==> src/rtl/clique_guard_pkg.sv <==
package clique_guard_pkg;

    typedef enum logic [1:0] {
        RES_NONE     = 2'b00,
        RES_AGREE    = 2'b01,
        RES_DISAGREE = 2'b10,
        RES_VOID     = 2'b11
    } slot_res_e;

    typedef struct packed {
        logic frozen;
        logic send_ok;
    } guard_state_t;

    localparam int unsigned TALLY_AGREE    = 0;
    localparam int unsigned TALLY_DISAGREE = 1;
    localparam int unsigned TALLY_NUM      = 2;

endpackage

==> src/rtl/cg_slot_decode.sv <==
module cg_slot_decode
    import clique_guard_pkg::*;
(
    input  logic       live_i,
    input  logic       slot_i,
    input  logic       own_slot_i,
    input  logic [1:0] result_i,
    output logic [TALLY_NUM-1:0] inc_o
);

    logic take;

    always_comb begin
        // the own slot carries no received frame: any result is dropped
        take  = live_i && slot_i && !own_slot_i;
        inc_o = '0;
        if (take) begin
            unique case (slot_res_e'(result_i))
                RES_AGREE:    inc_o[TALLY_AGREE]    = 1'b1;
                RES_DISAGREE: inc_o[TALLY_DISAGREE] = 1'b1;
                default:      inc_o                 = '0;
            endcase
        end
    end

endmodule

==> src/rtl/cg_sat_count.sv <==
module cg_sat_count #(
    parameter int unsigned MAX  = 32,
    parameter int unsigned W    = 6,
    parameter int unsigned INIT = 0
) (
    input  logic         clk_i,
    input  logic         rst_ni,
    input  logic         clr_i,
    input  logic         inc_i,
    output logic [W-1:0] cnt_o
);

    localparam logic [W-1:0] TOP   = W'(MAX);
    localparam logic [W-1:0] START = W'(INIT);

    logic [W-1:0] cnt_d, cnt_q;

    always_comb begin
        cnt_d = cnt_q;
        if (clr_i) begin
            cnt_d = START;
        end else if (inc_i && (cnt_q < TOP)) begin
            cnt_d = cnt_q + W'(1);
        end
    end

    always_ff @(posedge clk_i or negedge rst_ni) begin
        if (!rst_ni) begin
            cnt_q <= START;
        end else begin
            cnt_q <= cnt_d;
        end
    end

    assign cnt_o = cnt_q;

    p_no_overflow_r5: assert property (@(posedge clk_i) disable iff (!rst_ni)
        cnt_q <= TOP);

    p_sat_hold_r5: assert property (@(posedge clk_i) disable iff (!rst_ni)
        (inc_i && !clr_i && cnt_q == TOP) |=> (cnt_q == TOP));

endmodule

==> src/rtl/cg_verdict.sv <==
module cg_verdict #(
    parameter int unsigned W = 6
) (
    input  logic [W-1:0] agree_i,
    input  logic [W-1:0] disagree_i,
    output logic         win_o
);

    // strict majority only: a tie counts as minority
    always_comb begin
        win_o = (agree_i > disagree_i);
    end

endmodule

==> src/rtl/clique_guard.sv <==
module clique_guard
    import clique_guard_pkg::*;
#(
    parameter int unsigned CLUSTER_MAX = 32
) (
    input  logic       clk_i,
    input  logic       rst_ni,
    input  logic       restart_i,
    input  logic       slot_i,
    input  logic       own_slot_i,
    input  logic [1:0] result_i,
    output logic       send_ok_o,
    output logic       frozen_o,
    output logic [$clog2(CLUSTER_MAX+1)-1:0] accept_cnt_o,
    output logic [$clog2(CLUSTER_MAX+1)-1:0] reject_cnt_o
);

    localparam int unsigned CNT_W = $clog2(CLUSTER_MAX + 1);

    guard_state_t state_d, state_q;

    logic                 live;
    logic                 decide;
    logic                 win;
    logic                 clr;
    logic [TALLY_NUM-1:0] inc;
    logic [CNT_W-1:0]     tally [TALLY_NUM];

    assign live   = !state_q.frozen && !restart_i;
    assign decide = live && own_slot_i;
    assign clr    = restart_i || (decide && win);

    cg_slot_decode i_decode (
        .live_i     (live),
        .slot_i     (slot_i),
        .own_slot_i (own_slot_i),
        .result_i   (result_i),
        .inc_o      (inc)
    );

    for (genvar g = 0; g < TALLY_NUM; g++) begin : g_tally
        cg_sat_count #(
            .MAX  (CLUSTER_MAX),
            .W    (CNT_W),
            .INIT ((g == TALLY_AGREE) ? 1 : 0)
        ) i_count (
            .clk_i  (clk_i),
            .rst_ni (rst_ni),
            .clr_i  (clr),
            .inc_i  (inc[g]),
            .cnt_o  (tally[g])
        );
    end

    cg_verdict #(.W(CNT_W)) i_verdict (
        .agree_i    (tally[TALLY_AGREE]),
        .disagree_i (tally[TALLY_DISAGREE]),
        .win_o      (win)
    );

    always_comb begin
        state_d         = state_q;
        state_d.send_ok = 1'b0;
        if (restart_i) begin
            state_d.frozen = 1'b0;
        end else if (decide) begin
            if (win) begin
                state_d.send_ok = 1'b1;
            end else begin
                state_d.frozen = 1'b1;
            end
        end
    end

    always_ff @(posedge clk_i or negedge rst_ni) begin
        if (!rst_ni) begin
            state_q <= '{frozen: 1'b0, send_ok: 1'b0};
        end else begin
            state_q <= state_d;
        end
    end

    assign send_ok_o    = state_q.send_ok;
    assign frozen_o     = state_q.frozen;
    assign accept_cnt_o = tally[TALLY_AGREE];
    assign reject_cnt_o = tally[TALLY_DISAGREE];

    p_agree_step_r2: assert property (@(posedge clk_i) disable iff (!rst_ni)
        (live && slot_i && !own_slot_i && result_i == 2'b01 && accept_cnt_o < CNT_W'(CLUSTER_MAX))
        |=> (accept_cnt_o == $past(accept_cnt_o) + CNT_W'(1)) && $stable(reject_cnt_o));

    p_disagree_step_r3: assert property (@(posedge clk_i) disable iff (!rst_ni)
        (live && slot_i && !own_slot_i && result_i == 2'b10 && reject_cnt_o < CNT_W'(CLUSTER_MAX))
        |=> (reject_cnt_o == $past(reject_cnt_o) + CNT_W'(1)) && $stable(accept_cnt_o));

    p_permit_r6: assert property (@(posedge clk_i) disable iff (!rst_ni)
        (live && own_slot_i && accept_cnt_o > reject_cnt_o)
        |=> send_ok_o && !frozen_o && accept_cnt_o == CNT_W'(1) && reject_cnt_o == '0);

    p_freeze_r7: assert property (@(posedge clk_i) disable iff (!rst_ni)
        (live && own_slot_i && accept_cnt_o <= reject_cnt_o)
        |=> frozen_o && !send_ok_o && $stable(accept_cnt_o) && $stable(reject_cnt_o));

    p_frozen_hold_r8: assert property (@(posedge clk_i) disable iff (!rst_ni)
        (frozen_o && !restart_i)
        |=> frozen_o && !send_ok_o && $stable(accept_cnt_o) && $stable(reject_cnt_o));

    p_restart_r9: assert property (@(posedge clk_i) disable iff (!rst_ni)
        restart_i |=> !frozen_o && !send_ok_o && accept_cnt_o == CNT_W'(1) && reject_cnt_o == '0);

    p_single_pulse_r6: assert property (@(posedge clk_i) disable iff (!rst_ni)
        send_ok_o |=> !send_ok_o || $past(own_slot_i));

endmodule

==> config.mk <==
export PLATFORM = sky130hd
export DESIGN_NAME = clique_guard
export DESIGN_NICKNAME = d
export VERILOG_FILES = /design/src/rtl/clique_guard_pkg.sv /design/src/rtl/cg_slot_decode.sv /design/src/rtl/cg_sat_count.sv /design/src/rtl/cg_verdict.sv /design/src/rtl/clique_guard.sv
export SDC_FILE = /design/constraint.sdc
export NUM_CORES = 1
export LEC_CHECK = 0
export BUFFER_PORTS_ARGS = -buffer_cell sky130_fd_sc_hd__buf_2
export CORE_MARGIN = 8
export CORE_UTILIZATION = 54
export CTS_BUF_LIST = sky130_fd_sc_hd__clkbuf_4 sky130_fd_sc_hd__clkbuf_8
export DETAILED_ROUTE_END_ITERATION = 6
export PLACE_DENSITY = 0.91
export SLEW_MARGIN = 10
export SYNTH_ARGS = -nofsm -noshare
export SYNTH_HDL_FRONTEND = slang
export SYNTH_SLANG_ARGS = --single-unit
==> constraint.sdc <==
create_clock -name clk_i -period 2 [get_ports clk_i]
set_input_delay 0.3 -clock clk_i [delete_from_list [all_inputs] [get_ports clk_i]]
set_output_delay 0.3 -clock clk_i [all_outputs]
set_load 0.01 [all_outputs]
# Word-level counts from Yosys, hierarchy flattened
# Cells that the tools add are included.
# totals
reg_bits	14
output_inout_bits	14
# op_classes
eq_ne	3
n_addsub	2
order_cmp	3
muxes	12
reduce_logical	15
# op_table
op	count
6-bit two-way mux	4
6-bit by 1-bit adder with 6-bit output (second input constant)	2
6-bit < comparator (second input constant)	2
1-bit logical AND	7
6-bit greater-than comparator	1
1-bit two-way mux	6
2-bit nonzero test	3
2-bit two-way mux	2
1-bit logical NOT	3
2-bit by 1-bit equality test with 1-bit output (second input constant)	1
2-bit equality test (second input constant)	1
2-bit != test (second input constant)	1
2-bit AND reduction	1
1-bit logical OR	1

# Longest topological paths before layout
# depth
ltp_word	8
depth_mapped	7

# Cells and area by module
# Synthesis repeated with hierarchy kept, for this count alone.
# hier_totals
cells_unflattened	87
area_unflattened_um2	870.8
# modules_own_cells
module	cells_per_inst	area_each_um2	seq_area_each_um2	n_inst
cg_sat_count (g_tally[0].i_count)	27	295.3	151.4	1
cg_sat_count (g_tally[1].i_count)	28	294.0	150.1	1
cg_verdict	20	147.6	0.0	1
clique_guard	9	88.8	50.0	1
cg_slot_decode	3	45.0	0.0	1

# Worst setup path before layout
# No wires, ideal clock.
# synth_path
kind	register to register
start	register g_tally[1].i_count.cnt_q[3]
end	register g_tally[0].i_count.cnt_q[1]
stages_incl_launch_ff	8
setup_slack_ns	0.206
path_buffers	1
required_time_ns	1.864
arrival_time_ns	1.658
synth_period_minus_slack_ns	1.794
path_cell_list	dfrtp_1 > inv_1 > ha_1 > nand4_1 > o21bai_1 > a31oi_1 > clkbuf_1 > nor3_1
# synth_between
elab_chain_len	4
# synth_rtl
item	line_no	rtl
start: declaration	cg_sat_count.sv:16	logic [W-1:0] cnt_d, cnt_q;
start signal: assignment	cg_sat_count.sv:31	cnt_q <= cnt_d;
6-bit greater-than comparator *	cg_verdict.sv:11	win_o = (agree_i > disagree_i);
1-bit logical AND *	clique_guard.sv:31	assign clr = restart_i || (decide && win);
1-bit logical OR *	clique_guard.sv:31	
6-bit two-way mux / 2-bit nonzero test (equally long branches)	--	
end signal: assignment	cg_sat_count.sv:31	
end: declaration	cg_sat_count.sv:16	
# Mark *: on every way between the ends. The rest lies on a longest branch, timed or not.
# A chain may end at the register's enable or synchronous reset.

# Final worst setup path
# layout_path
start	register g_tally[0].i_count.cnt_q[5]
end	register g_tally[0].i_count.cnt_q[3]
# layout_between
elab_chain_len	4
# layout_rtl
item	line_no
6-bit greater-than comparator	cg_verdict.sv:11
1-bit logical AND	clique_guard.sv:31
1-bit logical OR	clique_guard.sv:31
6-bit two-way mux / 2-bit nonzero test (equally long branches)	--
# Parallel ways exist; a longest one is shown, timed or not.

==> summary.txt <==
Run status - completed
Vias in the first global route - 802
Number of flops mapped to enable cells by yosys - 0
Area grow syn2layout - 20.50%
WL per Instance - 16.84 um
Final ANT Viol Nets - 0
# port buffers - 20
Die H - 55.78 um
GP Congestion - 0.8404
First-pass GRT wire length - 3739 um
Slew margin rel. - 0.5637
Synth async-reset ratio - 1.000
Leakage - 0.5245 nW
HP Class - input pin to register
Fmax - 0.5470 GHz
Setup Viol. Count Final - 0
Final nets - 128
Mapped Nets - 101
TritonCTS clock tree - yes
Diode count - 0
VDD IR max - 0.0004485 V
Hold_ws - 304.6 ps
Post-route setup TNS - 0 ps
CTS max path bufs - 2
Gate Count Post-Synth - 86
Final min period - 1828 ps
Reg clk slew, reported paths - 90 ps
Initial core utilization - 0.5739
Iteration-0 DRC count of the detailed router - 27
Worst-margin pin slew - 653.0 ps
RSZ-0062 raised after global routing - no
FF+latch count, synth - 14
Largest net degree at the start of global routing - 15
Top Ports - 21
Max FO, Critical Path - 5
Drt drc - 0
Final Cell Area - 1030 um2
Commonest register cell after synthesis - dfrtp_1
Worst-Skew Late Latency - 290 ps
Drt first pass iters - 4
Max Cap Viol - 0
Slowest Stage Delay on Critical Path - 430 ps
Finished Core Util - 0.6916
Std-Cell Rows - 14
Synth warn - 0
Die Span X - 55.78 um
Final wirelength - 2155 um
Pre-CTS setup slack - 200.7 ps
Mapped cell area - 854.6 um2
Hold Fails Final Rpt - 0
Total global routing track utilization - 0.1460
Cell variety after synth - 29
Fin Clk Skew - 3.127 ps
Seq/Total Area, Yosys - 0.4114
Post-DP HPWL - 1605 um
Slowest-stage cell, CP - dfrtp_1
Clock Sinks - 14
Share of layout cells above drive strength 1 - 0.2679
Critical path class - register to register
Cell Pwr Density - 514.2 nW/um2
Avg Synthesized Cell Area - 9.937 um2
Vias per cell - 6.164
Antenna violations before repair - 0
CTS Root Cell - clkbuf_4
DR vias - 789
Gr ovfl total - 0
Post-CTS Setup Inserts - 0
Crit path launch type - register
CP arrival - 2010 ps
Crit path required time - 2180 ps
Core area - 1489 um2
Fin worst setup slack - 171.7 ps
Slew Viols, Final - 0
Critical path endpoint category - register
Period utilisation layout - 0.9142
Num CTS Buffers - 3
Placed Area - 989.7 um2
CP Cell Sequence - ha_1 > nand4_1 > o21bai_1 > a31oi_1 > buf_4 > nor3_1
H-tree levels - 1
Die area - 3111 um2
kinds of logic after synthesis:
kind of cell / Yosys count / synth area share
fa+ha+maj: 8 / 0.1171
flops: 14 / 0.4114
simple gates: 37 / 0.2606
mux: 1 / 0.01171
buf+inv: 8 / 0.03514
xor+xnor: 8 / 0.08199
compound gates: 10 / 0.08199
layout by cell type (no fill, tap or decap):
cell type,instances
nand4_1,1
nor2_1,2
inv_1,6
dfstp_2,1
and3_1,5
nor4b_4,1
clkbuf_4,4
xnor2_1,5
and2_4,1
dlygate4sd3_1,1
nand2b_1,1
a41oi_1,1
dfrtp_1,13
or3_1,1
buf_4,3
nor2b_1,1
nor3_1,12
nand3_1,7
a31oi_1,1
a21o_1,1
a21oi_1,3
o31a_1,1
ha_1,8
and2_1,1
nor4_1,1
a311oi_1,1
o21bai_1,2
xor2_1,3
nand2_1,1
nor3b_1,2
mux2i_1,1
buf_2,20
worst max-delay path, delay by kind of cell, from the launching register on:
kind | cells | cell delay (ps)
buffers and inverters | 1 | 210
flip-flops | 1 | 430
AO/OA/AOI/OAI | 2 | 530
AND/OR/NAND/NOR | 2 | 200
adder cells (fa/ha/maj) | 1 | 340
synthesized netlist by cell type, drive strengths merged (2+ instances only):
cell / n / area share
clkbuf: 2 / 0.0088
xor2: 3 / 0.031
nand3: 7 / 0.041
inv: 6 / 0.026
and3: 5 / 0.037
dfrtp: 13 / 0.38
xnor2: 5 / 0.051
o21bai: 2 / 0.018
nor2: 2 / 0.0088
and2: 2 / 0.018
nor3: 12 / 0.070
ha: 8 / 0.12
nor3b: 2 / 0.018
a21oi: 3 / 0.018
cell type report:
type                    instances  area (um2)
multi-input cells              64       473.0
clock buffers                   4       30.03
well taps                      16       20.02
fillers                       108       459.2
repair buffers                 24       132.6
flip-flops and latches         14       351.6
inverters                       6       22.52
registers in the layout (all words and copies together), names as in the netlist:
signal	flops
frozen_o	1
g_tally.i_count.cnt_o	12
send_ok_o	1
timing repair:
| action | CTS | global route |
|---|---|---|
| hold endpoints to repair | 13 | 0 |
| hold buffers | 1 | 0 |
| gates resized for setup | 0 | 0 |
stage by stage:
| stage | total power [W] | cells |
|---|---|---|
| after floorplan | 0.0003147 | 86 |
| after detailed placement | 0.0003420 | 123 |
| after CTS | 0.0005308 | 128 |
| final | 0.0005295 | 128 |
| after global routing | 0.0005464 | 128 |
| after global placement | 0.0003398 | 123 |
final timing paths:
check	endpoint	slack, ps	depth (start not counted)	start
setup / recovery	g_tally[0].i_count.cnt_o[3]	170	6	g_tally[0].i_count.cnt_o[5]
hold / removal	frozen_o	300	3	own_slot_i
setup reg to reg	g_tally[0].i_count.cnt_o[3]	170	6	g_tally[0].i_count.cnt_o[5]
hold reg to reg	frozen_o	630	2	frozen_o
max in group asynchronous	g_tally[0].i_count.cnt_o[0]	1260	2	rst_ni
min in group asynchronous	g_tally[1].i_count.cnt_o[5]	440	2	rst_ni
routing by layer:
metal | vias to the layer above | wire, um | global-route usage
met2 | 32 | 977 | 0.2276
met4 | 0 | 100 | 0.1092
met3 | 11 | 148 | 0.04795
li1 | 368 | - | -
met5 | - | 0 | 0
met1 | 378 | 929 | 0.1603
where the power goes:
part | internal, W | switching (W) | leakage [nW] | total (W)
registers | 0.000285 | 0.00000144 | 0.191 | 0.000286
clock network | 0.0000913 | 0.000100 | 0.0184 | 0.000191
logic | 0.0000206 | 0.0000310 | 0.315 | 0.0000516
total | 0.000397 | 0.000133 | 0.525 | 0.000529
Note: power is estimated with default switching activity, not from simulation.
